--- src/rtl/erase_status_pkg.sv ---
package erase_status_pkg;

    typedef enum logic [2:0] {
        ST_READ,
        ST_ARMED,
        ST_ERASING,
        ST_SUSPENDED,
        ST_FAILED
    } erase_state_e;

    localparam int unsigned BIT_MAIN_TGL  = 6;
    localparam int unsigned BIT_ERROR     = 5;
    localparam int unsigned BIT_STARTED   = 3;
    localparam int unsigned BIT_BLOCK_TGL = 2;
    localparam int unsigned STATUS_W      = 8;

endpackage

--- src/rtl/erase_seq_fsm.sv ---
module erase_seq_fsm
    import erase_status_pkg::*;
#(
    parameter int unsigned NUM_BLOCKS = 8,
    localparam int unsigned BLK_W = $clog2(NUM_BLOCKS)
) (
    input  logic                  clk,
    input  logic                  rst_n,
    input  logic                  blk_erase_cmd,
    input  logic [BLK_W-1:0]      cmd_block,
    input  logic                  chip_erase_cmd,
    input  logic                  erase_start,
    input  logic                  suspend_cmd,
    input  logic                  resume_cmd,
    input  logic                  erase_done,
    input  logic                  erase_fail,
    input  logic [NUM_BLOCKS-1:0] fail_blocks,
    output erase_state_e          state,
    output logic [NUM_BLOCKS-1:0] erase_mask,
    output logic [NUM_BLOCKS-1:0] err_mask
);

    localparam logic [NUM_BLOCKS-1:0] ONE = {{(NUM_BLOCKS-1){1'b0}}, 1'b1};

    erase_state_e          state_d;
    logic [NUM_BLOCKS-1:0] emask_d, err_d, sel_oh;

    assign sel_oh = ONE << cmd_block;

    always_ff @(posedge clk) begin
        if (!rst_n) begin
            state      <= ST_READ;
            erase_mask <= '0;
            err_mask   <= '0;
        end else begin
            state      <= state_d;
            erase_mask <= emask_d;
            err_mask   <= err_d;
        end
    end

    always_comb begin
        state_d = state;
        emask_d = erase_mask;
        err_d   = err_mask;
        unique case (state)
            ST_READ: begin
                if (chip_erase_cmd) begin
                    state_d = ST_ARMED;
                    emask_d = '1;
                end else if (blk_erase_cmd) begin
                    state_d = ST_ARMED;
                    emask_d = sel_oh;
                end
            end
            ST_ARMED: begin
                if (blk_erase_cmd) emask_d = erase_mask | sel_oh;
                if (erase_start)   state_d = ST_ERASING;
            end
            ST_ERASING: begin
                if (erase_done) begin
                    if (erase_fail) begin
                        state_d = ST_FAILED;
                        err_d   = erase_mask & fail_blocks;
                    end else begin
                        state_d = ST_READ;
                        emask_d = '0;
                    end
                end else if (suspend_cmd) begin
                    state_d = ST_SUSPENDED;
                end
            end
            ST_SUSPENDED: begin
                if (resume_cmd) state_d = ST_ERASING;
            end
            ST_FAILED: begin
                state_d = ST_FAILED;
            end
            default: state_d = ST_READ;
        endcase
    end


    armed_entry_chk: assert property (@(posedge clk) disable iff (!rst_n)
        (state == ST_READ && blk_erase_cmd && !chip_erase_cmd)
            |=> (state == ST_ARMED && $onehot(erase_mask)));


    set_frozen_chk: assert property (@(posedge clk) disable iff (!rst_n)
        (state == ST_SUSPENDED) |=> $stable(erase_mask));


    failed_sticky_chk: assert property (@(posedge clk) disable iff (!rst_n)
        (state == ST_FAILED) |=> (state == ST_FAILED && $stable(err_mask)));


    done_wins_chk: assert property (@(posedge clk) disable iff (!rst_n)
        (state == ST_ERASING && erase_done && !erase_fail)
            |=> (state == ST_READ && erase_mask == '0));

endmodule

--- src/rtl/toggle_cell.sv ---
module toggle_cell (
    input  logic clk,
    input  logic rst_n,
    input  logic upd,
    output logic q
);

    always_ff @(posedge clk) begin
        if (!rst_n)   q <= 1'b0;
        else if (upd) q <= ~q;
    end


    tgl_hold_chk: assert property (@(posedge clk) disable iff (!rst_n)
        !upd |=> $stable(q));

endmodule

--- src/rtl/status_word_mux.sv ---
module status_word_mux
    import erase_status_pkg::*;
#(
    parameter int unsigned NUM_BLOCKS = 8,
    parameter int unsigned DATA_W     = 8,
    localparam int unsigned BLK_W = $clog2(NUM_BLOCKS)
) (
    input  erase_state_e          state,
    input  logic [NUM_BLOCKS-1:0] erase_mask,
    input  logic [NUM_BLOCKS-1:0] err_mask,
    input  logic                  rd_en,
    input  logic [BLK_W-1:0]      rd_block,
    input  logic [DATA_W-1:0]     array_data,
    input  logic                  main_tgl,
    input  logic                  blk_tgl,
    output logic                  main_upd,
    output logic                  blk_upd,
    output logic [DATA_W-1:0]     rd_data
);

    logic in_set, in_err, active;
    logic [DATA_W-1:0] word;

    assign in_set = erase_mask[rd_block];
    assign in_err = err_mask[rd_block];
    assign active = (state == ST_ARMED) || (state == ST_ERASING);

    always_comb begin
        main_upd = rd_en && (active || state == ST_FAILED);
        blk_upd  = rd_en && (((active || state == ST_SUSPENDED) && in_set) ||
                             (state == ST_FAILED && in_err));
    end

    always_comb begin
        word                = '0;
        word[BIT_MAIN_TGL]  = main_tgl;
        word[BIT_ERROR]     = (state == ST_FAILED);
        word[BIT_STARTED]   = (state != ST_ARMED);
        word[BIT_BLOCK_TGL] = blk_tgl;
        if (state == ST_READ || (state == ST_SUSPENDED && !in_set))
            rd_data = array_data;
        else
            rd_data = word;
    end

endmodule

--- src/rtl/erase_status_gen.sv ---
module erase_status_gen
    import erase_status_pkg::*;
#(
    parameter int unsigned NUM_BLOCKS = 8,
    parameter int unsigned ADDR_W     = 8,
    parameter int unsigned DATA_W     = 8,
    localparam int unsigned BLK_W = $clog2(NUM_BLOCKS)
) (
    input  logic                  clk,
    input  logic                  rst_n,
    input  logic                  rd_en,
    input  logic [ADDR_W-1:0]     rd_addr,
    input  logic [DATA_W-1:0]     array_data,
    input  logic                  blk_erase_cmd,
    input  logic [BLK_W-1:0]      cmd_block,
    input  logic                  chip_erase_cmd,
    input  logic                  erase_start,
    input  logic                  suspend_cmd,
    input  logic                  resume_cmd,
    input  logic                  erase_done,
    input  logic                  erase_fail,
    input  logic [NUM_BLOCKS-1:0] fail_blocks,
    output logic [DATA_W-1:0]     rd_data
);

    erase_state_e          state;
    logic [NUM_BLOCKS-1:0] erase_mask, err_mask;
    logic [1:0]            tgl_q, tgl_upd;
    logic [BLK_W-1:0]      rd_block;

    assign rd_block = rd_addr[ADDR_W-1 -: BLK_W];

    erase_seq_fsm #(.NUM_BLOCKS(NUM_BLOCKS)) u_fsm (
        .clk(clk), .rst_n(rst_n),
        .blk_erase_cmd(blk_erase_cmd), .cmd_block(cmd_block),
        .chip_erase_cmd(chip_erase_cmd), .erase_start(erase_start),
        .suspend_cmd(suspend_cmd), .resume_cmd(resume_cmd),
        .erase_done(erase_done), .erase_fail(erase_fail),
        .fail_blocks(fail_blocks),
        .state(state), .erase_mask(erase_mask), .err_mask(err_mask)
    );

    for (genvar i = 0; i < 2; i++) begin : g_tgl
        toggle_cell u_tgl (
            .clk(clk), .rst_n(rst_n), .upd(tgl_upd[i]), .q(tgl_q[i])
        );
    end

    status_word_mux #(.NUM_BLOCKS(NUM_BLOCKS), .DATA_W(DATA_W)) u_mux (
        .state(state), .erase_mask(erase_mask), .err_mask(err_mask),
        .rd_en(rd_en), .rd_block(rd_block), .array_data(array_data),
        .main_tgl(tgl_q[0]), .blk_tgl(tgl_q[1]),
        .main_upd(tgl_upd[0]), .blk_upd(tgl_upd[1]),
        .rd_data(rd_data)
    );


    err_bit_chk: assert property (@(posedge clk) disable iff (!rst_n)
        (state == ST_ERASING || state == ST_ARMED) |-> !rd_data[BIT_ERROR]);


    susp_main_hold_chk: assert property (@(posedge clk) disable iff (!rst_n)
        (state == ST_SUSPENDED) |=> $stable(tgl_q[0]));

endmodule

--- config.mk ---
export PLATFORM = sky130hd
export DESIGN_NAME = erase_status_gen
export DESIGN_NICKNAME = d
export VERILOG_FILES = /design/src/rtl/erase_status_pkg.sv /design/src/rtl/erase_seq_fsm.sv /design/src/rtl/toggle_cell.sv /design/src/rtl/status_word_mux.sv /design/src/rtl/erase_status_gen.sv
export SDC_FILE = /design/constraint.sdc
export NUM_CORES = 1
export LEC_CHECK = 0
export CAP_MARGIN = 0
export CORE_MARGIN = 4
export CORE_UTILIZATION = 46
export CTS_CLUSTER_SIZE = 16
export DETAILED_ROUTE_END_ITERATION = 10
export PLACE_DENSITY = 0.77
export RECOVER_POWER = 50
export SLEW_MARGIN = 0
export SYNTH_ARGS = -nofsm -noshare
export SYNTH_HDL_FRONTEND = slang
export SYNTH_SLANG_ARGS = --single-unit
--- constraint.sdc ---
create_clock -name clk -period 2.55 [get_ports clk]
set_input_delay 0.3825 -clock clk [delete_from_list [all_inputs] [get_ports clk]]
set_output_delay 0.3825 -clock clk [all_outputs]
set_load 0.1 [all_outputs]
==> metrics.yaml, run 1 <==
status: "completed"
worstSetupEndpointType: "output port"
syn_to_final_growth_pct: 39.3
arrival_ns: 2.08
clk_path_buf_depth: 2
period_share: 0.965
cts.clk_slew.worst_paths_ns: 0.12
drt_iter0_drc: 107
num_antenna_cells: 0
fp.dieH_um: 63.2
critPathLaunchType: "flip-flop"
timing.fmax_ghz: 0.407
dp_worst_setup_slack_ns: -0.273
fin_skew_ns: 0.00304
ant_nets: 0
grtUsageTotal: 0.196
yosysMostFrequentCell: "dfxtp_1"
nets: 244
synth-simple-area-share: 0.260
syn_nets: 201
synth_cell_types: 40
synth_warnings: 0
place_area_um2: 1910
hold_class: "reg2reg"
maxSlewHeadroom: 0.529
hpwl_mm: 2.87
critPathRequiredTime_ns: 2.17
synth.top_cell.area_share: 0.300
synth-compound-area-share: 0.284
max-vdd-ir-drop_uv: 292
synth_edf_count: 0
wl_mm: 3.90
worst_slack_ns: 0.0903
max_cap_viol_count: 0
via_per_inst: 6.03
cts_sinks: 21
synth_area_um2: 1400
synth_common_cells: "dfxtp_1, a21boi_0, nand2_1, nand3_1"
io_pins: 45
ys_seq_elements: 21
rows: 19
cts_tree: "built"
yosysSeqAreaShare: 0.300
grt_first_pass_wirelength_mm: 6.41
avgSynthCellArea_um2: 8.54
synth_top_family_by_area: "compound AO/OA/AOI/OAI gates"
first_pass_iters: 4
tightest_slew_ns: 0.707
finalInstanceArea_um2: 1950
htree_num_levels: 1
drc_errors: 0
clk_latency_ns: 0.30
root_buffer: "clkbuf_4"
synth_area_leader_cell: "dfxtp_1"
synth_fa_ha_area_frac: 0
port_buffers: 39
drive_gt1_frac: 0.194
synth-xor-area-share: 0.00625
vias: 1428
grt_overflow_total: 0
dieArea_um2: 3990
rsz0062_at_grt: "false"
synth_flop_cell: "dfxtp_1"
setup_viol: 0
syn-instance-count: 164
period_needed_ns: 2.46
hold_viol: 0
synthTopCellsByArea: "dfxtp_1, a21boi_0, nand2_1"
place_congestion: 0.772
die_w_um: 63.2
grt_pass1_vias: 1412
tns_ns: 0
ctsHoldBuffers: 0
core_um2: 2830
async_flop_share: 0
cts_made_buffers: 3
powerDensity_nw_per_um2: 704
slew_viol_final: 0
start_util: 0.495
grt_max_degree: 23
p_leak_nw: 0.740
post_drt_wl_per_cell_um: 16.5
synthMuxAreaShare: 0.0955
antenna_found_initial: 0
whs_ns: 0.479
crit_type: "reg2out"
critPathMaxFanout: 7
## registers in the layout (all words and copies together) (netlist names)
signal,flops
g_tgl.u_tgl.q,2
u_fsm.state,3
u_fsm.err_mask,8
u_fsm.erase_mask,8
## metal layers
metal  part of all wire  routed length [um]  vias up  global-route usage
li1                   -                   -      695                   -
met1               0.42                1640      666               0.220
met2               0.49                1930       61               0.362
met3              0.073                 283        6              0.0515
met4              0.012                  48        0              0.0512
met5                  0                   0        -                   0
## per-stage QoR
stage	cells	power (mW)	util
5_1_grt	237	1.45	0.690
4_1_cts	236	1.36	0.687
6_report	237	1.37	0.690
2_1_floorplan	164	0.935	-
3_5_place_dp	231	1.20	0.675
3_3_place_gp	231	1.18	0.675
## worst paths after layout
path / slack [ns] / cells past startpoint / to / from
worst max-delay path: 0.09 / 5 / rd_data[2] / u_fsm.erase_mask[3]
worst min-delay path: 0.48 / 2 / u_fsm.err_mask[4] / u_fsm.err_mask[4]
worst max register to register: 0.43 / 4 / u_fsm.erase_mask[7] / u_fsm.state[0]
worst min register to register: 0.48 / 2 / u_fsm.err_mask[4] / u_fsm.err_mask[4]
## area by class of cell
class	count	area, um^2
Fill cell	245	877
Multi-Input combinational cell	128	908
Inverter	5	18.8
Clock buffer	4	26.3
Timing Repair Buffer	48	531
Sequential cell	21	429
Tap cell	31	38.8
## logic make-up after synthesis
group / Yosys count
buf+inv: 15
compound gates: 51
simple gates: 65
xor+xnor: 1
mux: 11
flops: 21
## critical path, cell delays in order (launching register included)
cell	delay [ns]
dfxtp_2	0.39
mux2i_1	0.08
mux4_2	0.52
a31oi_4	0.28
mux2_4	0.34
buf_12	0.17
## layout by cell type (no fill, tap or decap), types with 2 or more instances in the layout
cell	instances
clkdlybuf4s50_1	29
nor3_1	4
a31oi_1	3
nor2_1	4
and3b_1	2
dfxtp_1	14
nor3b_1	3
a21boi_0	19
dfxtp_2	7
nand2b_1	5
o31a_1	8
o221ai_1	8
clkbuf_1	3
buf_4	7
and2b_2	4
buf_12	8
and3_1	2
nor2b_1	3
o21ai_0	3
inv_1	4
mux2i_1	7
a21o_1	2
nand3_1	10
clkbuf_4	3
a21oi_1	3
mux2_4	2
nand2_1	19
## timing repair
item	CTS	global route
setup buffers	1	1
setup endpoints to repair	8	7
pin swaps	1	1
resized for setup	6	6
## power by group
part	switching [mW]	internal, mW	total [mW]
logic	0.432	0.344	0.776
registers	0.0615	0.374	0.436
clock network	0.101	0.0609	0.162
(Power assumes the default switching activity.)
==> inputs of run 2 (changes only) <==
--- a/config.mk
+++ b/config.mk
@@ -12,7 +12,7 @@
 export DETAILED_ROUTE_END_ITERATION = 10
 export PLACE_DENSITY = 0.77
 export RECOVER_POWER = 50
-export SLEW_MARGIN = 0
+export SLEW_MARGIN = 20
 export SYNTH_ARGS = -nofsm -noshare
 export SYNTH_HDL_FRONTEND = slang
 export SYNTH_SLANG_ARGS = --single-unit
==> results of run 2 <==
Final layout, timing and power as in run 1 (identical DEF).
